### src/rtl/mmio_pkg.sv
package mmio_pkg;

  localparam int RGN_N      = 8;
  localparam int RG_PROG    = 0;
  localparam int RG_VPARAM  = 1;
  localparam int RG_VRAM    = 2;
  localparam int RG_BLOCK   = 3;
  localparam int RG_TIMER   = 4;
  localparam int RG_PORT    = 5;
  localparam int RG_DATA    = 6;
  localparam int RG_UNUSED  = 7;

  typedef enum logic [1:0] {
    SC_IDLE     = 2'd0,
    SC_WAIT_IN  = 2'd1,
    SC_WAIT_OUT = 2'd2
  } stream_st_t;

  // First (lowest) cell of the upper half of a space of 2**aw cells.
  function automatic int param_lo(input int aw);
    return -(2 ** (aw - 1));
  endfunction

  function automatic int vram_lo(input int aw);
    return param_lo(aw) + 3;
  endfunction

  function automatic int vram_cells(input int w, input int h, input int c);
    return w * h * c;
  endfunction

  function automatic int block_lo(input int aw, input int w, input int h, input int c);
    return vram_lo(aw) + vram_cells(w, h, c);
  endfunction

  // port, length, buffer address (s cells), trigger
  function automatic int block_cells(input int s);
    return 3 + s;
  endfunction

  function automatic int timer_cells(input int s, input int t);
    return (s + 2) * t;
  endfunction

  // Lowest timer cell; the area ends at cell -3.
  function automatic int timer_lo(input int s, input int t);
    return -2 - timer_cells(s, t);
  endfunction

endpackage

### src/rtl/mmio_region_decode.sv
module mmio_region_decode
  import mmio_pkg::*;
#(
  parameter int ADDR_W = 16,
  parameter int VID_W  = 8,
  parameter int VID_H  = 4,
  parameter int VID_C  = 2,
  parameter int PTR_S  = 1,
  parameter int TIMERS = 2
) (
  input  logic [ADDR_W-1:0] addr,
  output logic [RGN_N-1:0]  sel,
  output logic [ADDR_W-1:0] off
);

  localparam int PLO = param_lo(ADDR_W);
  localparam int VLO = vram_lo(ADDR_W);
  localparam int BLO = block_lo(ADDR_W, VID_W, VID_H, VID_C);
  localparam int BHI = BLO + block_cells(PTR_S) - 1;
  localparam int TLO = timer_lo(PTR_S, TIMERS);

  int a;

  always_comb begin
    a   = int'($signed(addr));
    sel = '0;
    off = '0;
    if (a >= 0) begin
      sel[RG_PROG] = 1'b1;
      off          = ADDR_W'(a);
    end else if (a == -1) begin
      sel[RG_DATA] = 1'b1;
    end else if (a == -2) begin
      sel[RG_PORT] = 1'b1;
    end else if (a >= TLO) begin
      sel[RG_TIMER] = 1'b1;
      off           = ADDR_W'(a - TLO);
    end else if (a < VLO) begin
      sel[RG_VPARAM] = 1'b1;
      off            = ADDR_W'(a - PLO);
    end else if (a < BLO) begin
      sel[RG_VRAM] = 1'b1;
      off          = ADDR_W'(a - VLO);
    end else if (a <= BHI) begin
      sel[RG_BLOCK] = 1'b1;
      off           = ADDR_W'(a - BLO);
    end else begin
      sel[RG_UNUSED] = 1'b1;
    end
  end

endmodule

### src/rtl/mmio_stream_cell.sv
module mmio_stream_cell
  import mmio_pkg::*;
#(
  parameter int DW = 16
) (
  input  logic          clk,
  input  logic          rst_n,
  input  logic          sel_port,
  input  logic          sel_data,
  input  logic          rd,
  input  logic          wr,
  input  logic [DW-1:0] wdata,
  input  logic          in_valid,
  input  logic          out_ack,
  output logic [DW-1:0] port_q,
  output logic          in_req,
  output logic          out_req,
  output logic [DW-1:0] out_data,
  output logic          data_ready
);

  stream_st_t st;
  logic       start_in;
  logic       start_out;
  logic       port_wr;
  logic       data_access;

  assign data_access = sel_data & (rd | wr);
  assign start_in    = (st == SC_IDLE) & sel_data & rd;
  assign start_out   = (st == SC_IDLE) & sel_data & wr & ~rd;
  assign port_wr     = sel_port & wr & ~rd;

  always_comb begin
    if (!data_access) data_ready = 1'b1;
    else begin
      unique case (st)
        SC_WAIT_IN:  data_ready = in_valid;
        SC_WAIT_OUT: data_ready = out_ack;
        default:     data_ready = 1'b0;
      endcase
    end
  end

  always_ff @(posedge clk) begin
    if (!rst_n) begin
      st       <= SC_IDLE;
      port_q   <= '0;
      in_req   <= 1'b0;
      out_req  <= 1'b0;
      out_data <= '0;
    end else begin
      in_req  <= 1'b0;
      out_req <= 1'b0;
      if (port_wr) port_q <= wdata;
      unique case (st)
        SC_IDLE: begin
          if (start_in) begin
            st     <= SC_WAIT_IN;
            in_req <= 1'b1;
          end else if (start_out) begin
            st       <= SC_WAIT_OUT;
            out_req  <= 1'b1;
            out_data <= wdata;
          end
        end
        SC_WAIT_IN:  if (in_valid) st <= SC_IDLE;
        SC_WAIT_OUT: if (out_ack)  st <= SC_IDLE;
        default:     st <= SC_IDLE;
      endcase
    end
  end

  assert_in_pulse_R8: assert property (@(posedge clk) disable iff (!rst_n)
    in_req |=> !in_req);
  assert_in_cause_R8: assert property (@(posedge clk) disable iff (!rst_n)
    in_req |-> $past(sel_data && rd));
  assert_out_payload_R9: assert property (@(posedge clk) disable iff (!rst_n)
    out_req |-> ($past(sel_data && wr) && out_data == $past(wdata)));
  assert_one_dir_R11: assert property (@(posedge clk) disable iff (!rst_n)
    !(in_req && out_req));
  assert_no_retrigger_R11: assert property (@(posedge clk) disable iff (!rst_n)
    (in_req || out_req) |=> !(in_req || out_req));

endmodule

### src/rtl/mmio_bridge.sv
module mmio_bridge
  import mmio_pkg::*;
#(
  parameter int ADDR_W = 16,
  parameter int CELL_W = 16,
  parameter int VID_W  = 8,
  parameter int VID_H  = 4,
  parameter int VID_C  = 2,
  parameter int PTR_S  = 1,
  parameter int TIMERS = 2
) (
  input  logic              clk,
  input  logic              rst_n,
  input  logic [ADDR_W-1:0] cpu_addr,
  input  logic              cpu_rd,
  input  logic              cpu_wr,
  input  logic [CELL_W-1:0] cpu_wdata,
  output logic [CELL_W-1:0] cpu_rdata,
  output logic              cpu_ready,
  output logic [7:0]        rgn_sel,
  output logic [ADDR_W-1:0] rgn_off,
  output logic              ext_rd,
  output logic              ext_wr,
  output logic [CELL_W-1:0] ext_wdata,
  input  logic [CELL_W-1:0] ext_rdata,
  output logic              in_req,
  input  logic              in_valid,
  input  logic [CELL_W-1:0] in_data,
  output logic              out_req,
  output logic [CELL_W-1:0] out_data,
  input  logic              out_ack,
  output logic [CELL_W-1:0] io_port
);

  logic [RGN_N-1:0]  sel;
  logic [ADDR_W-1:0] off;
  logic              ext_hit;
  logic              data_ready;
  logic [CELL_W-1:0] port_q;
  logic [CELL_W-1:0] param_val;

  mmio_region_decode #(
    .ADDR_W(ADDR_W), .VID_W(VID_W), .VID_H(VID_H), .VID_C(VID_C),
    .PTR_S(PTR_S), .TIMERS(TIMERS)
  ) u_dec (
    .addr(cpu_addr),
    .sel (sel),
    .off (off)
  );

  mmio_stream_cell #(.DW(CELL_W)) u_stream (
    .clk       (clk),
    .rst_n     (rst_n),
    .sel_port  (sel[RG_PORT]),
    .sel_data  (sel[RG_DATA]),
    .rd        (cpu_rd),
    .wr        (cpu_wr),
    .wdata     (cpu_wdata),
    .in_valid  (in_valid),
    .out_ack   (out_ack),
    .port_q    (port_q),
    .in_req    (in_req),
    .out_req   (out_req),
    .out_data  (out_data),
    .data_ready(data_ready)
  );

  assign ext_hit   = sel[RG_PROG] | sel[RG_VRAM] | sel[RG_BLOCK] | sel[RG_TIMER];
  assign ext_rd    = ext_hit & cpu_rd;
  assign ext_wr    = ext_hit & cpu_wr & ~cpu_rd;
  assign ext_wdata = cpu_wdata;
  assign rgn_sel   = sel;
  assign rgn_off   = off;
  assign io_port   = port_q;
  assign cpu_ready = data_ready;

  always_comb begin
    unique case (off[1:0])
      2'd0:    param_val = CELL_W'(VID_W);
      2'd1:    param_val = CELL_W'(VID_H);
      default: param_val = CELL_W'(VID_C);
    endcase
  end

  always_comb begin
    cpu_rdata = '0;
    if (ext_hit)              cpu_rdata = ext_rdata;
    else if (sel[RG_VPARAM])  cpu_rdata = param_val;
    else if (sel[RG_PORT])    cpu_rdata = port_q;
    else if (sel[RG_DATA])    cpu_rdata = in_data;
  end

  assert_onehot_R10: assert property (@(posedge clk) disable iff (!rst_n)
    $onehot(rgn_sel));
  assert_param_ro_R2: assert property (@(posedge clk) disable iff (!rst_n)
    rgn_sel[RG_VPARAM] |-> !ext_wr && !ext_rd);
  assert_unused_quiet_R6: assert property (@(posedge clk) disable iff (!rst_n)
    rgn_sel[RG_UNUSED] |-> (!ext_wr && !ext_rd && cpu_rdata == '0));
  assert_nondata_ready_R10: assert property (@(posedge clk) disable iff (!rst_n)
    !rgn_sel[RG_DATA] |-> cpu_ready);

endmodule

### config.mk
export PLATFORM = sky130hd
export DESIGN_NAME = mmio_bridge
export DESIGN_NICKNAME = d
export VERILOG_FILES = /design/src/rtl/mmio_pkg.sv /design/src/rtl/mmio_region_decode.sv /design/src/rtl/mmio_stream_cell.sv /design/src/rtl/mmio_bridge.sv
export SDC_FILE = /design/constraint.sdc
export NUM_CORES = 1
export LEC_CHECK = 0
export BUFFER_PORTS_ARGS = -buffer_cell sky130_fd_sc_hd__buf_2
export CORE_UTILIZATION = 47
export CTS_CLUSTER_SIZE = 20
export DETAILED_ROUTE_END_ITERATION = 12
export GPL_TIMING_DRIVEN = 0
export PLACE_DENSITY = 0.87
export SLEW_MARGIN = 0
export SYNTH_ARGS = -nofsm -noshare
export SYNTH_HDL_FRONTEND = slang
export SYNTH_SLANG_ARGS = --single-unit
### constraint.sdc
create_clock -name clk -period 5.3 [get_ports clk]
set_clock_uncertainty 0.05 [all_clocks]
set_input_delay 0.265 -clock clk [delete_from_list [all_inputs] [get_ports clk]]
set_output_delay 0.265 -clock clk [all_outputs]
set_load 0.02 [all_outputs]
* Yosys cells after proc, flatten, opt, wreduce, memory -nomap -nowiden
Cells that the tools add are included.
** Storage, ports and cells
- Memories :: 0
- Logic and storage cells :: 86
- Memory bits (writable) :: 0
- Output and inout bits :: 93
- Flip-flop bits (word level) :: 36
- Input port bits :: 70
- Memory bits (read-only) :: 0
- Latch bits :: 0
** Operators by class
- Multiplexer cells :: 40
- Reductions and logical operators :: 6
- Magnitude comparators :: 5
- Multipliers :: 0
- Eq/ne operators :: 8
- Bitwise gates (word level) :: 18
- Div/mod/pow operators :: 0
- Shift-type cells :: 0
- Add/sub/neg operators :: 4
** Operators by type and width (count)
- 2-to-1 mux 16 bit :: 11
- subtractor 16 bit (second input constant) :: 3
- less-than comparator 16 bit (second input constant) :: 2
- 2-to-1 mux 1 bit :: 17
- equality test 16 x 1 -> 1 bit (second input constant) :: 1
- equality test 16 x 2 -> 1 bit (second input constant) :: 1
- greater-or-equal comparator 16 x 1 -> 1 bit (second input constant) :: 1
- greater-or-equal comparator 16 x 4 -> 1 bit (second input constant) :: 1
- <= comparator 16 bit (second input constant) :: 1
- subtractor 16 x 4 -> 16 bit (second input constant) :: 1
- bitwise AND 1 bit :: 10
- 2-to-1 mux 2 bit :: 5
- case mux 4 bit (2 select lines) :: 1
- 2-to-1 mux 7 bit :: 1
- case mux 2 bit (3 select lines) :: 1
- AND reduction 3 bit :: 2
- 2-to-1 mux 5 bit :: 1
- equality test 2 x 1 -> 1 bit (second input constant) :: 2
- zero test 2 bit :: 2
- 2-to-1 mux 4 bit :: 1
- inequality test 2 bit (second input constant) :: 2
- NOT 1 bit :: 4
- OR 1 bit :: 4
- 2-to-1 mux 3 bit :: 1
- other kinds (5) :: 5

* Longest topological paths before layout
- Depth in word-level cells :: 14
- Depth in mapped cells :: 9
- Gate-level depth less buffers :: 7

* Hierarchy
From an unflattened synthesis, not the netlist that was laid out.
** Second synthesis, totals
- Cells, all modules :: 365
- Area, all modules :: 2642.5 um2
** Modules (own cells, without submodules)
- mmio_stream_cell :: cells each 167, area each 1348.8 um2, times used 1, sequential area each 720.7 um2
- mmio_region_decode :: cells each 118, area each 778.2 um2, times used 1, sequential area each 0.0 um2
- mmio_bridge :: cells each 80, area each 515.5 um2, times used 1, sequential area each 0.0 um2

* Worst setup path after synthesis
Ideal clock, no wire load.
- Kind :: input -> output
- Start :: in cpu_addr[3]
- End :: out rgn_off[3]
- Slack :: 2.804 ns
- Data arrival time :: 2.181 ns
- Path buffers :: 0
- Stages on the path :: 6
- Required time :: 4.985 ns
- Cells stage by stage :: ha_1 > or4b_4 > a2111o_1 > nor2_1 > a311oi_1 > a31oi_1
** On the way
- Cells in the longest elaborated chain, start to end :: 8
- Elaborated cells on any way between the ends :: 18
- Classes of those cells :: 4 x add/sub; 5 x order compare; 2 x eq/ne; 7 x mux
** RTL lines
- start: declaration :: line mmio_bridge.sv:14 : input logic [ADDR_W-1:0] cpu_addr,
- subtractor 16 bit / <= comparator 16 bit (equally long branches) :: line mmio_region_decode.sv:46, mmio_region_decode.sv:44
- 2-to-1 mux 16 bit :: line mmio_region_decode.sv:44 : end else if (a <= BHI) begin
- 2-to-1 mux 16 bit :: line mmio_region_decode.sv:41 : end else if (a < BLO) begin
- 2-to-1 mux 16 bit :: line mmio_region_decode.sv:38 : end else if (a < VLO) begin
- 2-to-1 mux 16 bit :: line mmio_region_decode.sv:35 : end else if (a >= TLO) begin
- 2-to-1 mux 16 bit :: line mmio_region_decode.sv:33 : end else if (a == -2) begin
- 2-to-1 mux 16 bit :: line mmio_region_decode.sv:31 : end else if (a == -1) begin
- 2-to-1 mux 16 bit * :: line mmio_region_decode.sv:28 : if (a >= 0) begin
- end: declaration :: line mmio_bridge.sv:21 : output logic [ADDR_W-1:0] rgn_off,
Every way passes the cells marked *; elsewhere a longest branch is shown, timed or not.

* Worst setup path after layout
- Start :: in cpu_addr[1]
- End :: out cpu_rdata[12]
** On the way
- Cells in the longest elaborated chain, start to end :: 11
- Elaborated cells on any way between the ends :: 27
- Classes of those cells :: 5 x order compare; 2 x eq/ne; 17 x mux; 3 x bitwise
** RTL lines
- less-than comparator 16 bit / <= comparator 16 bit (equally long branches) :: line mmio_region_decode.sv:41, mmio_region_decode.sv:44
- 2-to-1 mux 1 bit, on equally long branches :: line mmio_region_decode.sv:41, mmio_region_decode.sv:44
- 2-to-1 mux 2 bit / 2-to-1 mux 1 bit (equally long branches) :: line mmio_region_decode.sv:38, mmio_region_decode.sv:41
- 2-to-1 mux 3 bit / 2-to-1 mux 2 bit (equally long branches) :: line mmio_region_decode.sv:35, mmio_region_decode.sv:38
- 2-to-1 mux 4 bit / 2-to-1 mux 3 bit (equally long branches) :: line mmio_region_decode.sv:33, mmio_region_decode.sv:35
- 2-to-1 mux 5 bit / 2-to-1 mux 4 bit (equally long branches) :: line mmio_region_decode.sv:31, mmio_region_decode.sv:33
- 2-to-1 mux 7 bit / 2-to-1 mux 5 bit (equally long branches) :: line mmio_region_decode.sv:28, mmio_region_decode.sv:31
- OR 1 bit / 2-to-1 mux 7 bit (equally long branches) :: line mmio_bridge.sv:68, mmio_region_decode.sv:28
- OR 1 bit (2 in series) :: line mmio_bridge.sv:68 : assign ext_hit = sel[RG_PROG] | sel[RG_VRAM] | sel[RG_BLOCK] | sel[RG_TIMER];
- 2-to-1 mux 16 bit * :: line mmio_bridge.sv:87 : if (ext_hit) cpu_rdata = ext_rdata;
- end: declaration :: line mmio_bridge.sv:18 : output logic [CELL_W-1:0] cpu_rdata,
Marks and branches as above.

==> key figures <==
Setup path
  – CP Launch Type: input port
  – Crit path DAT: 2620 ps
  – Crit Path Class: in2out
  – CP Data Required Time: 4990 ps
  – CP Capture Type: output pin
  – Worst Path Max Fanout: 10

Final layout
  – Filler Cell Count: around 480
  – Final #Nets: 602
  – Multi-input gate area: 0.00150 mm^2
  – # diodes: 0
  – Layout cells sized above 1: 40.8%
  – Reg area: ~720 um^2
  – Area growth from synthesis to layout: 37.6%
  – Commonest cells after routing, fill and taps aside: buf_2 (167), nand2_1 (71), inv_1 (41), dfxtp_1 (36), a21boi_0 (34)
  – Most common cell after layout, fill and taps aside: buf_2

Synthesis
  – Post-synth EDFFs: 0
  – Gate Count Post-Synth: approximately 360
  – Distinct cell type count after synthesis: 50
  – Seq cells post-synth: 36
  – Async set-reset flop share out of synthesis: 0%
  – Synth Area per Inst: 7.35 um^2
  – Main synth FF type: dfxtp_1
  – Synthesized area: about 0.0026 mm^2
  – Sequential fraction of the synthesis area: 27.6%
  – Yosys warns: 0
  – Syn Nets: 434

Timing
  – RSZ-0062 raised after global routing: no
  – Setup TNS: 0 ps
  – Final Max Tran Viols: 0
  – Clock period minus worst slack: a little under 3000 ps
  – FMAX: 341 MHz
  – Hold Fails Final Rpt: 0
  – Final period utilization: 55.4%
  – Slew HR: 45.8%
  – Worst-Margin Slew: 806 ps
  – WHS: 201 ps
  – Setup violations, final: 0

Die
  – Ports: 163
  – Core Region: roughly 0.0052 mm^2
  – Cell row count: 26
  – Die area: 0.00585 mm^2
  – Die height: around 76 um
  – Initial Util: 49.8%
  – Die W: 76.5 um

Clock network
  – Clock transition at the registers of the reported paths: 70 ps
  – CTS tree: done
  – Clk_lat worst skew: 280 ps
  – CTS Buffer Depth: 2
  – # Post-CTS Setup Buffers: 0
  – Clk root buf: clkbuf_8
  – H-tree levels: 2
  – Post-CTS Resized: 0
  – Clock sinks: 36
  – Cts hold-fix bufs: 0
  – CTS Buf Count: 5

Placed design
  – Number of port buffers: 161
  – GP Congestion: 0.883
  – Dpl hpwl: between 6000 and 7000 um

GRT
  – Initial antenna violation count: 0
  – Total grt overflow: 0
  – Total GRT Usage: 27.6%
  – First-pass GRT wire length: around 13000 um
  – Largest net degree at the start of global routing: 13
  – Vias in the first global route: 2958

Drt
  – Post-DRT Antenna Nets: 0
  – DRC viols: 0
  – Total number of vias: 3170
  – Starting DRT DRC Count: 160
  – Drt via density: 5.34
  – Final WL: roughly 8200 um
  – Routed len/inst: 13.8 um
  – Pre-antenna DRT Iters: 5

Run status
  – Status: finished clean

Hold path
  – Min-delay worst type: in2reg

Power and ir drop
  – VDD IR max: 0.159 mV
  – Leak Pwr: 1.80 nW
  – Power Density: 168 mW/mm^2

Flow run
  – Max Cap Viol: 0
critical path, cell delays in order:
cell      delay [ps]
buf_2            180
ha_1             320
o211ai_1         190
nor4_1           710
a21oi_2           60
a21oi_2          420
buf_6            240
o21ai_2           60
buf_2            160
kinds of logic (layout without fill, tap and decap cells):
group	count (synthesis)	after routing	synth area share (%)
adders and majority gates	9	9	4.32
buffers and inverters	78	247	14.8
DFF	36	36	27.6
and+or+nand+nor	121	121	22.2
muxes	2	2	0.768
AOI/OAI and AO/OA	109	109	30.3
through the flow:
step                      setup WS, ps  total power (W)  cell area [um^2]  std cells  util, %
after floorplan                   2800         0.000355              2610        355        -
after global placement            2440         0.000415              3500        586     66.8
after detailed placement          2430         0.000417              3500        586     66.8
after CTS                         2400         0.000604              3590        594     68.5
after global routing              2140         0.000628              3590        594     68.5
final                             2360         0.000604              3590        594     68.5
cell type report:
class | instances | area share, %
buffer | 37 | 6.45
multi-input combinational | 241 | 41.8
clock inverter | 3 | 0.523
sequential | 36 | 20.1
clock buffer | 5 | 1.92
inverter | 41 | 4.29
tap | 70 | 2.44
timing repair buffer | 161 | 22.5
synth_stat cells (all sizes together) (2+ instances only):
master / count / area (um^2)
nand2: 71 / 267
inv: 41 / 154
dfxtp: 36 / 721
a21boi: 34 / 255
o21ai: 28 / 174
buf: 27 / 191
a22oi: 13 / 97.6
nor2: 11 / 41.3
a21oi: 10 / 57.6
clkbuf: 10 / 40.0
ha: 9 / 113
nand3: 9 / 45.0
nor4: 8 / 56.3
nand4: 4 / 37.5
o211ai: 4 / 30.0
a222oi: 3 / 30.0
nor3: 3 / 15.0
or3: 3 / 18.8
a21o: 2 / 15.0
a31oi: 2 / 12.5
and3: 2 / 12.5
and4: 2 / 17.5
mux2i: 2 / 20.0
o221ai: 2 / 17.5
o31a: 2 / 17.5
metal layers:
layer | track usage (%) | vias up | wire [um]
met3 | 4.79 | 14 | 520
met4 | 8.65 | 0 | 129
met5 | 0 | - | 0
li1 | - | 1548 | -
met1 | 32.5 | 1460 | 3410
met2 | 50.4 | 148 | 4120
power by group:
group          total, W  leakage (nW)    switching, W  internal [W]
Sequential     0.000270         0.290  0.000000000784      0.000270
Clock          0.000191        0.0479       0.0000995     0.0000916
Combinational  0.000142          1.46       0.0000839     0.0000583
Total          0.000604          1.80        0.000183      0.000420
state kept, by name, summed over array words and instances, names as in the netlist:
register / count
u_stream.out_req: 1
u_stream.port_q: 16
u_stream.st: 2
u_stream.in_req: 1
u_stream.out_data: 16
worst paths after layout:
| check | startpoint | endpoint | slack [ps] | cells past startpoint |
|---|---|---|---|---|
| hold reg to reg | u_stream.out_data[2] | u_stream.out_data[2] | 410 | 2 |
| setup / recovery | cpu_addr[1] | cpu_rdata[12] | 2360 | 9 |
| setup reg to reg | u_stream.st[0] | u_stream.out_data[5] | 3430 | 6 |
| hold / removal | cpu_wdata[1] | u_stream.port_q[1] | 200 | 3 |
No activity file was read; power rests on OpenSTA's default activity.
